<file path="src/rtl/vag_pkg.sv">
package vag_pkg;
  typedef enum logic [1:0] {
    VM_UNIT   = 2'd0,
    VM_STRIDE = 2'd1,
    VM_INDEX  = 2'd2,
    VM_IOTA   = 2'd3
  } vmode_e;
endpackage

</file>
<file path="src/rtl/vag_bank_tracker.sv">
module vag_bank_tracker #(
  parameter int unsigned NBANK   = 8,
  parameter int unsigned LATENCY = 4
) (
  input  logic                     clk,
  input  logic                     rst_n,
  input  logic                     claim,
  input  logic [$clog2(NBANK)-1:0] claim_bank,
  output logic [NBANK-1:0]         busy
);
  localparam int unsigned CW = (LATENCY > 2) ? $clog2(LATENCY) : 1;
  localparam logic [CW-1:0] RELOAD = CW'(LATENCY - 1);

  for (genvar b = 0; b < NBANK; b++) begin : g_bank
    logic [CW-1:0] cnt;
    always_ff @(posedge clk or negedge rst_n) begin
      if (!rst_n) cnt <= '0;
      else if (claim && claim_bank == b) cnt <= RELOAD;
      else if (cnt != '0) cnt <= cnt - 1'b1;
    end
    assign busy[b] = (cnt != '0);
  end

  // a bank just claimed cannot be claimed again on the next edge
  if (LATENCY > 1) begin : g_gap_chk
    p_reuse_gap_r8: assert property (@(posedge clk) disable iff (!rst_n)
      claim |=> !(claim && claim_bank == $past(claim_bank)));
  end
endmodule

</file>
<file path="src/rtl/vag_addr_unit.sv">
module vag_addr_unit
  import vag_pkg::*;
#(
  parameter int unsigned AW    = 32,
  parameter int unsigned ESIZE = 8
) (
  input  logic          clk,
  input  logic          rst_n,
  input  logic          load,
  input  logic          advance,
  input  vmode_e        mode,
  input  logic [AW-1:0] base,
  input  logic [AW-1:0] stride,
  input  logic [AW-1:0] idx_data,
  output logic [AW-1:0] addr
);
  logic [AW-1:0] off_q;
  logic [AW-1:0] step;

  assign step = (mode == VM_UNIT) ? AW'(ESIZE) : stride;

  always_ff @(posedge clk or negedge rst_n) begin
    if (!rst_n) off_q <= '0;
    else if (load) off_q <= '0;
    else if (advance) off_q <= off_q + step;
  end

  always_comb begin
    unique case (mode)
      VM_INDEX: addr = base + idx_data;
      VM_IOTA:  addr = off_q;
      default:  addr = base + off_q;
    endcase
  end

  // without an advance the running offset holds
  p_off_hold_r4: assert property (@(posedge clk) disable iff (!rst_n)
    !load && !advance |=> $stable(off_q));
endmodule

</file>
<file path="src/rtl/vec_addr_gen.sv">
module vec_addr_gen
  import vag_pkg::*;
#(
  parameter int unsigned AW      = 32,
  parameter int unsigned MAX_VL  = 64,
  parameter int unsigned NBANK   = 8,
  parameter int unsigned ESIZE   = 8,
  parameter int unsigned LATENCY = 4,
  localparam int unsigned LW = $clog2(MAX_VL + 1),
  localparam int unsigned EW = $clog2(MAX_VL),
  localparam int unsigned BW = $clog2(NBANK),
  localparam int unsigned SH = $clog2(ESIZE)
) (
  input  logic          clk,
  input  logic          rst_n,
  input  logic          start_valid,
  output logic          start_ready,
  input  logic [1:0]    start_mode,
  input  logic [AW-1:0] start_base,
  input  logic [AW-1:0] start_stride,
  input  logic [LW-1:0] start_len,
  input  logic          idx_valid,
  output logic          idx_ready,
  input  logic [AW-1:0] idx_data,
  output logic          req_valid,
  input  logic          req_ready,
  output logic [AW-1:0] req_addr,
  output logic [BW-1:0] req_bank,
  output logic [EW-1:0] req_elem,
  output logic          done
);
  logic          active_q, done_q;
  vmode_e        mode_q;
  logic [AW-1:0] base_q, stride_q;
  logic [LW-1:0] len_q, len_eff;
  logic [EW-1:0] elem_q;
  logic [NBANK-1:0] busy;
  logic [AW-1:0] cur_addr;
  logic [BW-1:0] cur_bank;
  logic start_fire, fire, last, mem_mode, src_ok, bank_ok;

  assign len_eff    = (start_len > LW'(MAX_VL)) ? LW'(MAX_VL) : start_len;
  assign start_ready = !active_q;
  assign start_fire = start_valid && start_ready;
  assign cur_bank   = cur_addr[SH +: BW];
  assign mem_mode   = (mode_q != VM_IOTA);
  assign src_ok     = (mode_q != VM_INDEX) || idx_valid;
  assign bank_ok    = !mem_mode || !busy[cur_bank];
  assign req_valid  = active_q && src_ok && bank_ok;
  assign fire       = req_valid && req_ready;
  assign idx_ready  = active_q && (mode_q == VM_INDEX) && bank_ok && req_ready;
  assign last       = (LW'(elem_q) + 1'b1) == len_q;

  assign req_addr = cur_addr;
  assign req_bank = cur_bank;
  assign req_elem = elem_q;
  assign done     = done_q;

  always_ff @(posedge clk or negedge rst_n) begin
    if (!rst_n) begin
      active_q <= 1'b0;
      done_q   <= 1'b0;
      mode_q   <= VM_UNIT;
      base_q   <= '0;
      stride_q <= '0;
      len_q    <= '0;
      elem_q   <= '0;
    end else begin
      done_q <= (start_fire && len_eff == '0) || (fire && last);
      if (start_fire) begin
        mode_q   <= vmode_e'(start_mode);
        base_q   <= start_base;
        stride_q <= start_stride;
        len_q    <= len_eff;
        elem_q   <= '0;
        active_q <= (len_eff != '0);
      end else if (fire) begin
        elem_q <= elem_q + 1'b1;
        if (last) active_q <= 1'b0;
      end
    end
  end

  vag_addr_unit #(.AW(AW), .ESIZE(ESIZE)) u_addr (
    .clk(clk), .rst_n(rst_n), .load(start_fire), .advance(fire),
    .mode(mode_q), .base(base_q), .stride(stride_q), .idx_data(idx_data),
    .addr(cur_addr)
  );

  vag_bank_tracker #(.NBANK(NBANK), .LATENCY(LATENCY)) u_banks (
    .clk(clk), .rst_n(rst_n), .claim(fire && mem_mode), .claim_bank(cur_bank),
    .busy(busy)
  );

  // element numbers stay below the captured count
  p_elem_range_r2: assert property (@(posedge clk) disable iff (!rst_n)
    req_valid |-> (LW'(req_elem) < len_q));
  // an accepted non-final element is followed by the next element number
  p_elem_order_r8: assert property (@(posedge clk) disable iff (!rst_n)
    fire && !last |=> req_elem == $past(req_elem) + 1'b1);
  // a refused request is held unchanged
  p_hold_r9: assert property (@(posedge clk) disable iff (!rst_n)
    req_valid && !req_ready && mode_q != VM_INDEX |=>
      req_valid && $stable(req_addr) && $stable(req_elem) && $stable(req_bank));
  // no request is presented during the completion pulse
  p_done_quiet_r10: assert property (@(posedge clk) disable iff (!rst_n)
    done |-> !req_valid);
  // index taken only together with an accepted request
  p_idx_pair_r5: assert property (@(posedge clk) disable iff (!rst_n)
    idx_valid && idx_ready |-> fire);
endmodule

</file>
<file path="config.mk">
export PLATFORM = sky130hd
export DESIGN_NAME = vec_addr_gen
export DESIGN_NICKNAME = d
export VERILOG_FILES = /design/src/rtl/vag_pkg.sv /design/src/rtl/vag_bank_tracker.sv /design/src/rtl/vag_addr_unit.sv /design/src/rtl/vec_addr_gen.sv
export SDC_FILE = /design/constraint.sdc
export NUM_CORES = 1
export LEC_CHECK = 0
export BUFFER_PORTS_ARGS = -buffer_cell sky130_fd_sc_hd__buf_2
export CAP_MARGIN = 0
export CORE_MARGIN = 5
export CORE_UTILIZATION = 45
export CTS_CLUSTER_DIAMETER = 200
export CTS_CLUSTER_SIZE = 8
export DETAILED_ROUTE_END_ITERATION = 12
export PLACE_DENSITY = 0.66
export SLEW_MARGIN = 0
export SYNTH_ARGS = -nofsm -noshare
export SYNTH_HDL_FRONTEND = slang
export SYNTH_SLANG_ARGS = --single-unit
</file>
<file path="constraint.sdc">
create_clock -name clk -period 5.8 [get_ports clk]
set_input_delay 0.58 -clock clk [delete_from_list [all_inputs] [get_ports clk]]
set_output_delay 0.58 -clock clk [all_outputs]
set_load 0.01 [all_outputs]
</file>
# Yosys cells after proc, flatten, opt, wreduce, memory -nomap -nowiden
# Cells that the tools add are included.
# word_totals
register_bits	129
input_bits	110
out_inout_bits	45
elab_cells	118
# op_classes
n_addsub	13
magnitude_cmp	2
eq_ne	12
muxes	28
reduce_logical	47
# ops
operator	n
adder 32 bit	3
2-to-1 mux 32 bit	3
one-hot mux 32 bit (2 select lines)	1
nonzero test 2 bit	18
2-to-1 mux 2 bit	16
logical AND 1 bit	18
subtractor 2 x 1 -> 2 bit (second input constant)	8
== test 3 bit (second input constant)	4
2-to-1 mux 6 bit	2
adder 6 x 1 -> 7 bit (second input constant)	1
== test 7 bit	1
> comparator 7 bit (second input constant)	1
zero test 7 bit	1
2-to-1 mux 7 bit	1
nonzero test 7 bit	1
adder 6 x 1 -> 6 bit (second input constant)	1
== test 3 x 2 -> 1 bit (second input constant)	2
== test 2 bit (second input constant)	2
< comparator 3 x 4 -> 1 bit (second input constant)	1
2-to-1 mux 1 bit	4
inequality test 2 bit (second input constant)	2
binary-select mux 1 bit (select 3 bit)	1
== test 3 x 1 -> 1 bit (second input constant)	1
zero test 1 bit	3
other kinds (4)	6

# Logic depth before layout (Yosys ltp)
# depth
depth_word	11
mapped_depth	20
depth_no_buf	17

# By module
# Synthesis repeated with hierarchy kept, for this count alone.
# unflattened
cells_unflattened	1194
area_unflattened_um2	9862.0
# modules_own_cells
module	n_inst	cells_each	area_each_um2	seq_area_each_um2
vag_addr_unit	1	719	5556.6	800.8
vec_addr_gen	1	383	3418.3	2026.9
vag_bank_tracker	1	92	887.1	400.4

# Worst setup path before layout
# No wires, ideal clock.
# synth_timing
path_type	flip-flop to output port
start	reg mode_q[1]
end	out req_addr[30]
arrival_time_ns	3.618
required_time_ns	5.220
slack_ns	1.602
path_stages_with_launch	19
path_buffers	2
path_cell_list	dfrtp_1 -> clkbuf_1 -> nor2b_1 -> clkbuf_1 -> nand2_1 -> nand2_1 -> ha_1 -> inv_1 -> fa_1 -> nand3b_1 -> a21boi_0 -> o21ai_0 -> a21boi_0 -> o21a_1 -> o211a_1 -> o21ai_0 -> a31oi_1 -> nor4b_1 -> a311oi_1
# synth_via
elab_chain_cells	2
word_cells_on_any_way	3
classes_between	2 x eq/ne; 1 x mux
# synth_rtl
item	line_no	rtl
start: declaration	vec_addr_gen.sv:33	vmode_e mode_q;
start signal: assignment	vec_addr_gen.sv:71	mode_q <= vmode_e'(start_mode);
== test 2 bit	vag_addr_unit.sv:29	unique case (mode)
one-hot mux 32 bit (2 select lines) (*)	vag_addr_unit.sv:29	
end: declaration	vec_addr_gen.sv:27	output logic [AW-1:0] req_addr,
# Every way passes the cells marked *; elsewhere a longest branch is shown, timed or not.

# Final worst setup path
# layout_timing
start	reg mode_q[0]
end	out req_addr[30]
# Same word-level chain as after synthesis.

==> impl_metrics.env <==
export IMPL_outcome="finished, final reports clean"
export IMPL_reg2reg_to="u_addr.off_q[29]"
export IMPL_synthTopCellsByArea="dfrtp_1 (34%), nand2_1 (15%), ha_1 (9.5%)"
export IMPL_fmax_ghz=0.192
export IMPL_setup_viol=0
export IMPL_critPathLaunchType="flop"
export IMPL_rsz0062_at_grt="false"
export IMPL_p_int_uw=3950
export IMPL_synthMuxAreaShare=0.0201
export IMPL_gp_congestion=0.858
export IMPL_fp_dieH_um=155
export IMPL_cts_tree="yes"
export IMPL_p_per_area_nw_per_um2=681
export IMPL_path_clk_slew_ps=60
export IMPL_wl_per_cell_um=15.7
export IMPL_hpwl_um=19300
export IMPL_synthCells=1225
export IMPL_crit_arrival_ps=4630
export IMPL_synth_edf_count=0
export IMPL_final_cells=1648
export IMPL_clkPwrFrac=0.142
export IMPL_period_share=0.899
export IMPL_synth_main_ff_cell="dfrtp_1"
export IMPL_register_area_um2=3230
export IMPL_drv_slew=0
export IMPL_yosysMostFrequentCell="nand2_1"
export IMPL_die_w_um=155
export IMPL_p_sw_frac=0.476
export IMPL_worst_hold_path_endpoint="base_q[2]"
export IMPL_htreeDepth=4
export IMPL_synth_common_cells="nand2_1 (387), dfrtp_1 (129), ha_1 (72), o21ai_0 (69)"
export IMPL_wl_um=25800
export IMPL_min_path_type="input port to flop"
export IMPL_dr_pass1_iters=5
export IMPL_syn_mean_instance_area_um2=7.72
export IMPL_crit_required_ps=5220
export IMPL_drv_cap=0
export IMPL_period_needed_ps=5210
export IMPL_ant_nets=0
export IMPL_async_reset_ff_frac=1.00
export IMPL_crit_path_end_kind="output pin"
export IMPL_reg2reg_slack_ps=1220
export IMPL_synth_area_leader_cell="dfrtp_1"
export IMPL_crit_fanout=15
export IMPL_cts_root_buf="clkbuf_16"
export IMPL_ys_seq_elements=129
export IMPL_syn_nets=1409
export IMPL_ys_types=56
export IMPL_track_usage=0.215
export IMPL_clock_path_buffers=2
export IMPL_grt_pass1_vias=8357
export IMPL_switchingPower_uw=3590
export IMPL_synth_compound_area_share=0.157
export IMPL_multiInputGateArea_um2=5860
export IMPL_area_growth_pct=17.0
export IMPL_p_leak_uw=0.00581
export IMPL_grt_max_degree=80
export IMPL_vias=8667
export IMPL_synth_top_area_frac=0.341
export IMPL_initial_core_util=0.454
export IMPL_grt_pass1_wl_um=42000
export IMPL_syn_area_um2=9460
export IMPL_cts_resized_gates=0
export IMPL_cts_made_buffers=17
export IMPL_p_seq_frac=0.220
export IMPL_seq_area_frac_synth=0.341
export IMPL_whs_path_depth=3
export IMPL_io_buffers=154
export IMPL_ys_warn_count=0
export IMPL_skew_ps=10.0
export IMPL_ctsHoldBuffers=0
export IMPL_top_layer="met4"
export IMPL_synthXorXnorAreaFrac=0.0564
export IMPL_reg2reg_from="mode_q[1]"
export IMPL_placed_cells=1615
export IMPL_insertion_delay_ps=430
export IMPL_antenna_found_initial=1
export IMPL_fin_nets=1543
export IMPL_rr_worst_depth=13
export IMPL_p_comb_frac=0.638
export IMPL_cts_sinks=129
export IMPL_met2_length_um=11400
export IMPL_ir_drop_uv=265
export IMPL_hold_viol_final=0
export IMPL_tightest_slew_ps=1030
export IMPL_post_route_drc_count=0
export IMPL_globalRouteOverflowTotal=0
export IMPL_wl_met1_um=12600
export IMPL_met3_length_um=1380
export IMPL_path_class="flop to output pin"
export IMPL_synthAdderAreaFrac=0.0995
export IMPL_tns_ps=0
export IMPL_drtIter0Drc=599
export IMPL_core_um2=20800
export IMPL_rows=53
export IMPL_routed_via_density=5.26
export IMPL_slew_headroom=0.315
export IMPL_nFillCells=2040
export IMPL_min_from="start_base[2]"
export IMPL_pin_count=155
export IMPL_synth_top_family_by_area="simple AND/OR/NAND/NOR gates"
export IMPL_synthSimpleGateAreaFrac=0.285
export IMPL_dieArea_um2=24000
export IMPL_layout_drive_gt1_share=0.160
export IMPL_post_cts_buffers=0
sequential cells by signal, indices dropped and copies added (netlist names):
signal	count
u_banks.g_bank.cnt	16
req_elem	6
stride_q	32
len_q	7
base_q	32
done	1
u_addr.off_q	32
mode_q	2
active_q	1
power groups by stage:
stage	Clock, uW	Sequential, uW	Combinational, uW
global placement	0	1650	4690
finish	1070	1660	4810
CTS	1090	1650	4810
global route	1130	1700	5380
detailed placement	0	1660	4760
floorplan	0	1520	3600
per-stage QoR:
step,hold slack [ps],setup slack [ps],power (uW),utilization,instance area (um2)
finish,338,585,7530,0.531,11100
global route,337,173,8210,0.531,11100
CTS,325,588,7550,0.531,11100
detailed placement,458,1090,6420,0.503,10500
global placement,449,1160,6350,0.503,10500
floorplan,284,1600,5120,-,9460
final cells by class:
cell class,instances,area share
antenna,1,0.000226
clock buffer,22,0.0429
clock inverter,10,0.00984
inverter,47,0.0160
multi-input combinational,998,0.530
sequential,129,0.292
tap,275,0.0311
timing repair buffer,166,0.0781
routing by layer:
layer	GRT usage	vias to the layer above
met3	0.0381	34
met1	0.308	3983
met4	0.0673	0
li1	-	4430
met5	0	-
met2	0.332	220
kinds of logic (layout without fill, tap and decap cells):
kind of cell    after synthesis  in the layout
compound gates              239            239
xor+xnor                     60             60
fa+ha+maj                    74             74
buf+inv                      98            245
flops                       129            129
mux                          14             14
other cells                   0              1
simple gates                611            611
layout by cell type, fill, tap and decap left out, drive strengths merged, types with 13 or more instances in the layout:
cell type and n:
a21o 24, dfrtp 129, ha 72, o21ai 69, nand3 63, nand2 387, nor2b 39, a21oi 65
buf 166, xor2 27, xnor2 33, nor2 44, clkbuf 22, o21bai 13, inv 47
worst max-delay path by stage:
stage	start	depth (start not counted)	end	slack [ps]
floorplan	mode_q[1]	18	req_addr[30]	1600
global placement	mode_q[0]	18	req_addr[30]	1160
detailed placement	mode_q[0]	18	req_addr[30]	1090
CTS	mode_q[0]	18	req_addr[30]	590
global route	mode_q[0]	18	req_addr[30]	170
finish	mode_q[0]	18	req_addr[30]	590
worst max-delay path: stages (launching register included):
cell and delay [ps]:
dfrtp_1 480, inv_1 100, nand2_1 420, nand2_1 100, nand2_1 80, ha_1 190
inv_1 80, fa_1 410, nand3b_1 200, a21boi_0 160, o21ai_0 110, a21boi_0 260
o21a_1 230, o211a_1 190, o21ai_0 110, a31oi_1 410, nor4b_1 100, a311oi_1 360
buf_2 220
No activity file was read; power rests on OpenSTA's default activity.
